### src/rtl/dsp_pkg.sv
package dsp_pkg;

    localparam int DSP_W = 32;

    typedef enum logic [1:0] {
        OP_ADD  = 2'b00,
        OP_SUB  = 2'b01,
        OP_DADD = 2'b10,
        OP_DSUB = 2'b11
    } sat_op_e;

    typedef struct packed {
        logic             vld;
        logic             undef;
        logic             sat;
        logic [DSP_W-1:0] res;
        logic [DSP_W-1:0] hi;
        logic [DSP_W-1:0] lo;
    } dsp_out_t;

    function automatic logic op_is_sub(input logic [1:0] op);
        return op[0];
    endfunction

    function automatic logic op_is_dbl(input logic [1:0] op);
        return op[1];
    endfunction

endpackage

### src/rtl/dsp_dbl_stage.sv
module dsp_dbl_stage #(
    parameter int DW = dsp_pkg::DSP_W
) (
    input  logic          en,
    input  logic [DW-1:0] val,
    output logic [DW-1:0] dbl,
    output logic          ovf
);
    localparam logic [DW-1:0] POS_LIM = {1'b0, {(DW-1){1'b1}}};
    localparam logic [DW-1:0] NEG_LIM = {1'b1, {(DW-1){1'b0}}};

    always_comb begin
        ovf = en && (val[DW-1] != val[DW-2]);
        if (!en)
            dbl = val;
        else if (ovf)
            dbl = val[DW-1] ? NEG_LIM : POS_LIM;
        else
            dbl = {val[DW-2:0], 1'b0};
    end
endmodule

### src/rtl/dsp_addsub_stage.sv
module dsp_addsub_stage #(
    parameter int DW = dsp_pkg::DSP_W
) (
    input  logic          sub,
    input  logic [DW-1:0] a,
    input  logic [DW-1:0] b,
    output logic [DW-1:0] res,
    output logic          ovf
);
    localparam logic [DW-1:0] POS_LIM = {1'b0, {(DW-1){1'b1}}};
    localparam logic [DW-1:0] NEG_LIM = {1'b1, {(DW-1){1'b0}}};

    logic [DW:0] ea, eb, sum;

    always_comb begin
        ea  = {a[DW-1], a};
        eb  = {b[DW-1], b};
        sum = sub ? (ea - eb) : (ea + eb);
        ovf = sum[DW] != sum[DW-1];
        if (ovf)
            res = sum[DW] ? NEG_LIM : POS_LIM;
        else
            res = sum[DW-1:0];
    end
endmodule

### src/rtl/dsp_mac_stage.sv
module dsp_mac_stage #(
    parameter int DW = dsp_pkg::DSP_W
) (
    input  logic          sel_a,
    input  logic          sel_b,
    input  logic [DW-1:0] a,
    input  logic [DW-1:0] b,
    input  logic [DW-1:0] acc_hi,
    input  logic [DW-1:0] acc_lo,
    output logic [DW-1:0] sum_hi,
    output logic [DW-1:0] sum_lo
);
    localparam int HW = DW / 2;
    localparam int AW = 2 * DW;

    logic signed [HW-1:0]   ha, hb;
    logic signed [2*HW-1:0] prod;
    logic [AW-1:0]          prod_ext, acc, total;

    always_comb begin
        ha       = sel_a ? a[DW-1:HW] : a[HW-1:0];
        hb       = sel_b ? b[DW-1:HW] : b[HW-1:0];
        prod     = ha * hb;
        prod_ext = {{(AW-2*HW){prod[2*HW-1]}}, prod};
        acc      = {acc_hi, acc_lo};
        total    = acc + prod_ext;
        sum_hi   = total[AW-1:DW];
        sum_lo   = total[DW-1:0];
    end
endmodule

### src/rtl/sat_dsp_unit.sv
module sat_dsp_unit #(
    parameter int DW = dsp_pkg::DSP_W
) (
    input  logic          clk,
    input  logic          rst,
    input  logic          in_valid,
    input  logic          kind_mac,
    input  logic [1:0]    op_code,
    input  logic          hsel_a,
    input  logic          hsel_b,
    input  logic          core_new,
    input  logic [DW-1:0] opnd_a,
    input  logic [DW-1:0] opnd_b,
    input  logic [DW-1:0] acc_hi,
    input  logic [DW-1:0] acc_lo,
    output logic          out_valid,
    output logic [DW-1:0] sat_result,
    output logic [DW-1:0] mac_hi,
    output logic [DW-1:0] mac_lo,
    output logic          sat_pulse,
    output logic          undef_req
);
    import dsp_pkg::*;

    localparam logic [DW-1:0] POS_LIM = {1'b0, {(DW-1){1'b1}}};
    localparam logic [DW-1:0] NEG_LIM = {1'b1, {(DW-1){1'b0}}};

    logic [DW-1:0] dbl_val, as_res, m_hi, m_lo;
    logic          dbl_ovf, as_ovf, exec;
    sat_op_e       op;
    dsp_out_t      q;

    assign op   = sat_op_e'(op_code);
    assign exec = in_valid && core_new;

    dsp_dbl_stage #(.DW(DW)) u_dbl (
        .en  (op_is_dbl(op)),
        .val (opnd_b),
        .dbl (dbl_val),
        .ovf (dbl_ovf)
    );

    dsp_addsub_stage #(.DW(DW)) u_addsub (
        .sub (op_is_sub(op)),
        .a   (opnd_a),
        .b   (dbl_val),
        .res (as_res),
        .ovf (as_ovf)
    );

    dsp_mac_stage #(.DW(DW)) u_mac (
        .sel_a  (hsel_a),
        .sel_b  (hsel_b),
        .a      (opnd_a),
        .b      (opnd_b),
        .acc_hi (acc_hi),
        .acc_lo (acc_lo),
        .sum_hi (m_hi),
        .sum_lo (m_lo)
    );

    always_ff @(posedge clk) begin
        if (rst) begin
            q <= '0;
        end else begin
            q.vld   <= exec;
            q.undef <= in_valid && !core_new;
            q.sat   <= exec && !kind_mac && (dbl_ovf || as_ovf);
            if (exec) begin
                if (kind_mac) begin
                    q.res <= '0;
                    q.hi  <= m_hi;
                    q.lo  <= m_lo;
                end else begin
                    q.res <= as_res;
                    q.hi  <= '0;
                    q.lo  <= '0;
                end
            end
        end
    end

    assign out_valid  = q.vld;
    assign undef_req  = q.undef;
    assign sat_pulse  = q.sat;
    assign sat_result = q.res;
    assign mac_hi     = q.hi;
    assign mac_lo     = q.lo;


    latency_chk: assert property (@(posedge clk) disable iff (rst)
        exec |=> out_valid);


    old_core_trap_chk: assert property (@(posedge clk) disable iff (rst)
        (in_valid && !core_new) |=> (undef_req && !out_valid && !sat_pulse));


    mac_no_sat_chk: assert property (@(posedge clk) disable iff (rst)
        (exec && kind_mac) |=> !sat_pulse);


    idle_quiet_chk: assert property (@(posedge clk) disable iff (rst)
        !in_valid |=> (!out_valid && !undef_req && !sat_pulse));


    clamp_value_chk: assert property (@(posedge clk) disable iff (rst)
        (exec && !kind_mac && as_ovf) |=> (sat_result == POS_LIM || sat_result == NEG_LIM));


    dbl_flag_chk: assert property (@(posedge clk) disable iff (rst)
        (exec && !kind_mac && dbl_ovf) |=> sat_pulse);

endmodule

### config.mk
export PLATFORM = sky130hd
export DESIGN_NAME = sat_dsp_unit
export DESIGN_NICKNAME = d
export VERILOG_FILES = /design/src/rtl/dsp_pkg.sv /design/src/rtl/dsp_dbl_stage.sv /design/src/rtl/dsp_addsub_stage.sv /design/src/rtl/dsp_mac_stage.sv /design/src/rtl/sat_dsp_unit.sv
export SDC_FILE = /design/constraint.sdc
export NUM_CORES = 1
export LEC_CHECK = 0
export BUFFER_PORTS_ARGS = -buffer_cell sky130_fd_sc_hd__buf_4
export CAP_MARGIN = 25
export CORE_UTILIZATION = 55
export DETAILED_ROUTE_END_ITERATION = 6
export GPL_TIMING_DRIVEN = 0
export MAX_ROUTING_LAYER = met4
export PLACE_DENSITY = 0.79
export REMOVE_ABC_BUFFERS = 1
export SETUP_SLACK_MARGIN = 0.3
export SLEW_MARGIN = 10
export SYNTH_ARGS = -nofsm -noshare
export SYNTH_HDL_FRONTEND = slang
export SYNTH_SLANG_ARGS = --single-unit
export TNS_END_PERCENT = 50
### constraint.sdc
create_clock -name clk -period 23.3 [get_ports clk]
set_input_delay 1.165 -clock clk [delete_from_list [all_inputs] [get_ports clk]]
set_output_delay 1.165 -clock clk [all_outputs]
set_load 0.005 [all_outputs]
Yosys cells after proc, flatten, opt, wreduce, memory -nomap -nowiden
Index checks and enable logic that the tools add are counted.
{ "word_totals": {"regBits": 99, "latchBits": 0, "ram_bits": 0, "mem_bits_ro": 0, "input_bits": 137, "out_inout_bits": 99, "word_cells": 29, "n_memories": 0} }
{ "op_classes": {"addsub": 3, "multipliers": 1, "div_mod_pow": 0, "n_lt_le_gt_ge": 0, "eq_ne": 2, "shifts": 0, "muxes": 9, "bitwise_logic": 0, "n_reduce_logical": 8} }
{ "op_table": {"columns": ["operator", "count"], "rows": [
  ["$mux 32", 5],
  ["$mux 96", 1],
  ["$add 64x64->64", 1],
  ["$add 32x32->33", 1],
  ["$mux 33", 1],
  ["$sub 32x32->33", 1],
  ["$mul 16x16->32", 1],
  ["$mux 16", 2],
  ["$logic_and 1x1->1", 5],
  ["$logic_not 1->1", 2],
  ["$ne 1x1->1", 2],
  ["$logic_or 1x1->1", 1]
]} }

Depth between registers and ports, before layout
{ "depth": {"ltp_word": 9, "mapped_depth": 40} }

Cells and area by module
From an unflattened synthesis, not the netlist that was laid out.
{ "unflattened": {"cells_unflattened": 2567, "hier_area_um2": 21835.9} }
{ "modules_own_cells": {"columns": ["mod", "instances", "cells_each", "area_per_inst_um2", "seq_area_each_um2"], "rows": [
  ["dsp_mac_stage", 1, 1631, 13656.8, 0.0],
  ["sat_dsp_unit", 1, 459, 4870.9, 1981.9],
  ["dsp_addsub_stage", 1, 400, 2741.4, 0.0],
  ["dsp_dbl_stage", 1, 77, 566.8, 0.0]
]} }

Worst setup path after synthesis
No wires, ideal clock.
{ "synth_path": {"kind": "input -> register", "start": "input hsel_b", "end": "register q, in the netlist mac_hi[29]", "arrival_time_ns": 11.845, "t_required_ns": 23.172, "setup_slack_ns": 11.327, "stages": 33, "n_path_buf": 2, "cell_sequence": "clkbuf_1 > buf_1 > mux2_2 > nand2_1 > inv_1 > fa_1 > fa_1 > fa_1 > fa_1 > fa_1 > inv_1 > fa_1 > inv_1 > ha_1 > a2111oi_0 > o21ai_0 > a21o_1 > a21oi_1 > o21ai_0 > a41o_1 > o41a_1 > xnor2_1 > ha_1 > a21o_1 > a21o_1 > a211oi_1 > o21ai_0 > a2111o_1 > a41o_1 > a221o_1 > a21oi_1 > xor2_1 > o21ai_0"} }
{ "synth_between": {"elab_chain_cells": 4} }
{ "synth_lines": {"columns": ["item", "line_no", "rtl"], "rows": [
  ["start: declaration", "sat_dsp_unit.sv:10", "input logic hsel_b,"],
  ["$mux 16", "dsp_mac_stage.sv:22", "hb = sel_b ? b[DW-1:HW] : b[HW-1:0];"],
  ["$mul 16x16->32", "dsp_mac_stage.sv:23", "prod = ha * hb;"],
  ["$add 64x64->64", "dsp_mac_stage.sv:26", "total = acc + prod_ext;"],
  ["$mux 96", "sat_dsp_unit.sv:70", "if (kind_mac) begin"],
  ["end: declaration", "sat_dsp_unit.sv:31", "dsp_out_t q;"]
]} }
No other way between the ends.
A chain may end at the register's enable or synchronous reset.

Final worst setup path
{ "layout_path": {"start": "input hsel_a", "end": "register q, in the netlist mac_hi[29]"} }
{ "layout_between": {"elab_chain_cells": 4} }
{ "layout_lines": {"columns": ["item", "line_no", "rtl"], "rows": [
  ["start: declaration", "sat_dsp_unit.sv:9", "input logic hsel_a,"],
  ["$mux 16", "dsp_mac_stage.sv:21", "ha = sel_a ? a[DW-1:HW] : a[HW-1:0];"],
  ["$mul 16x16->32", "dsp_mac_stage.sv:23", null],
  ["$add 64x64->64", "dsp_mac_stage.sv:26", null],
  ["$mux 96", "sat_dsp_unit.sv:70", null]
]} }
No other way between the ends.

==> flow_metrics.py <==
metrics = {
    "outcome": {
        "status": "completed",
    },
    "yosys": {
        "netlist_area_mm2": 0.0206,
        "yosysSeqAreaShare_pct": 9.60,
        "syn_inst": 2527,
        "synth_fa_ha_area_share_pct": 37.2,
        "synth_edf_count": 0,
        "synth_xor_area_share_pct": 6.81,
        "synth_ff_type": "dfxtp_1",
        "synthMuxAreaShare_pct": 3.11,
        "ys_ff_latch": 99,
        "ys_types": 97,
        "synth.area.top_cells": "fa_1 26%, ha_1 11%, dfxtp_1 9.6%",
        "synth_top_family_by_area": "adder cells",
        "synth_compound_area_share_pct": 19.4,
        "synthSimpleGateAreaFrac_pct": 15.3,
        "yosysWarnings": 0,
        "synth_top_area_share_pct": 25.6,
        "async_flop_share_pct": 0,
        "netlist.top_cell.by_area": "fa_1",
        "syn_area_per_cell_um2": 8.17,
    },
    "floorplanning": {
        "io_pins": 236,
        "die_x_um": 196,
        "row_count": 70,
        "fp.dieH_um": 196,
        "core_region_area_mm2": 0.0368,
        "initial_core_util_pct": 56.1,
        "die-area_mm2": 0.0383,
    },
    "clock_network": {
        "hold_buffers": 0,
        "clk_path_buf_depth": 2,
        "postCtsSetupBuffers": 0,
        "clkSinkCount": 99,
        "cts_tree": "done",
        "cts_inserted_buffers": 9,
        "h-tree-depth": 3,
        "cts_resized": 0,
        "insertion_delay_ps": 380,
        "cts-root-buf": "clkbuf_16",
        "clk_pin_slew_ps": 80,
    },
    "routing": {
        "route.detailed.drc": 0,
        "first_pass_iters": 6,
        "num_vias": 18800,
        "drt_wl_total_mm": 61.0,
        "drt_iter0_markers": 1394,
        "antenna_left": 0,
        "vias_per_cell": 5.94,
        "wire_per_inst_um": 19.2,
    },
    "global_route": {
        "grt_overflow": 0,
        "grtUsageTotal_pct": 33.3,
        "grt_pass1_wl_mm": 97.9,
        "grt_max_degree": 73,
        "grt_pass1_vias": 18500,
        "antenna_found_initial": 3,
    },
    "placement": {
        "gp_congestion": 0.957,
        "dp_hpwl_mm": 50.5,
        "dpl_cell_area_mm2": 0.0227,
        "io_buffers": 235,
        "place_inst": 3147,
    },
    "critical_path": {
        "critPathCaptureType": "register",
        "cpPeakStageDelay_ps": 910,
        "crit_type": "input pin to register",
        "cpMostUsedCell": "fa_1",
        "worst-endpoint-required_ps": 23530,
        "slowest_stage": "fa_1",
        "cp-start-kind": "input pin",
        "cp.arrival_ps": 11760,
        "cp_max_fo": 31,
    },
    "cells_and_area": {
        "multiInputGateArea_mm2": 0.0169,
        "fin_nets": 3277,
        "final_cell_mix": "351 x inv_1, 269 x nor2_1, 264 x fa_1, 244 x nand2_1, 243 x buf_4",
        "layoutNonFillerInstCount": 3171,
        "nFillCells": 3225,
        "syn_to_final_growth_pct": 11.8,
        "drive_gt1_share_pct": 13.5,
        "final_common_cell": "inv_1",
        "area.sequential_mm2": 0.00198,
        "stdcell_area_mm2": 0.0231,
    },
    "timing": {
        "setup-violations-final": 0,
        "slew_headroom_pct": 24.3,
        "worstMarginPinSlew_ps": 1110,
        "hold_ws_ps": 448,
        "maxClockFrequency_mhz": 86.8,
        "finalClockSkew_ps": 0,
        "setup_tns_ps": 0,
        "rsz0062_at_grt": "no",
        "finalCritPeriodShare_pct": 49.5,
        "hold_violations": 0,
        "finalCriticalPeriod_ps": 11530,
        "maxSlewViolCount": 0,
    },
    "worst_hold_path": {
        "hp-class": "register to register",
    },
    "run": {
        "drv_cap": 0,
    },
}
[cell type report]
cell class | count | share of cell area, %
inverter | 353 | 5.74
clock inverter | 7 | 0.380
antenna | 3 | 0.0325
clock buffer | 9 | 0.976
timing repair buffer | 251 | 8.37
sequential | 99 | 8.59
multi-input combinational | 1981 | 73.4
tap | 468 | 2.54
[path summary, 6_finish.rpt]
check                 startpoint              to  slack [ps]  cells past startpoint
setup / recovery          hsel_a      mac_hi[29]       11770                     32
hold reg to reg    sat_result[0]   sat_result[0]         450                      2
setup reg to reg  sat_result[11]  sat_result[11]       22520                      1
hold / removal     sat_result[0]   sat_result[0]         450                      2
[metal layers]
| layer | share of wire, % | vias to the layer above | routed length (µm) | GRT usage, % |
|---|---|---|---|---|
| met5 | 0 | - | 0 | - |
| met4 | 2.3 | 0 | 1390 | 9.06 |
| met3 | 7.2 | 90 | 4400 | 4.37 |
| met2 | 47 | 707 | 28800 | 52.9 |
| met1 | 43 | 9233 | 26400 | 44.7 |
| li1 | - | 8803 | - | - |
[registers in the layout (all words and copies together) (netlist names)]
register	count
undef_req	1
mac_lo	32
sat_result	32
mac_hi	32
sat_pulse	1
out_valid	1
[kinds of logic after synthesis]
| logic type | Yosys count |
|---|---|
| multiplexers | 61 |
| XOR/XNOR | 154 |
| adder cells (fa/ha/maj) | 457 |
| buffers and inverters | 447 |
| AO/OA/AOI/OAI | 602 |
| AND/OR/NAND/NOR | 707 |
| flip-flops | 99 |
[cell usage after synthesis, drive strengths merged, types with 34 or more instances]
cell type	count
a21oi	161
mux2i	36
a21o	61
ha	181
inv	353
o21ai	142
fa	264
dfxtp	99
a22oi	34
xnor2	102
nand2	245
clkbuf	66
xor2	52
nor2	282
[worst max-delay path: cells and delay by family]
family | cells | cell delay, ps
compound gates | 16 | 4260
buf+inv | 4 | 690
xor+xnor | 2 | 390
simple gates | 1 | 150
mux | 1 | 860
fa+ha+maj | 8 | 4200
[metrics by stage]
step | utilization, % | setup WS (ps)
final | 62.7 | 11770
after CTS | 62.6 | 11830
after global placement | 61.3 | 9160
after global routing | 62.7 | 11240
after detailed placement | 61.8 | 11460
after floorplan | - | 12050
Power is not shown: default switching activity piles up to over one toggle a cycle in this logic, so the estimate is an artifact.
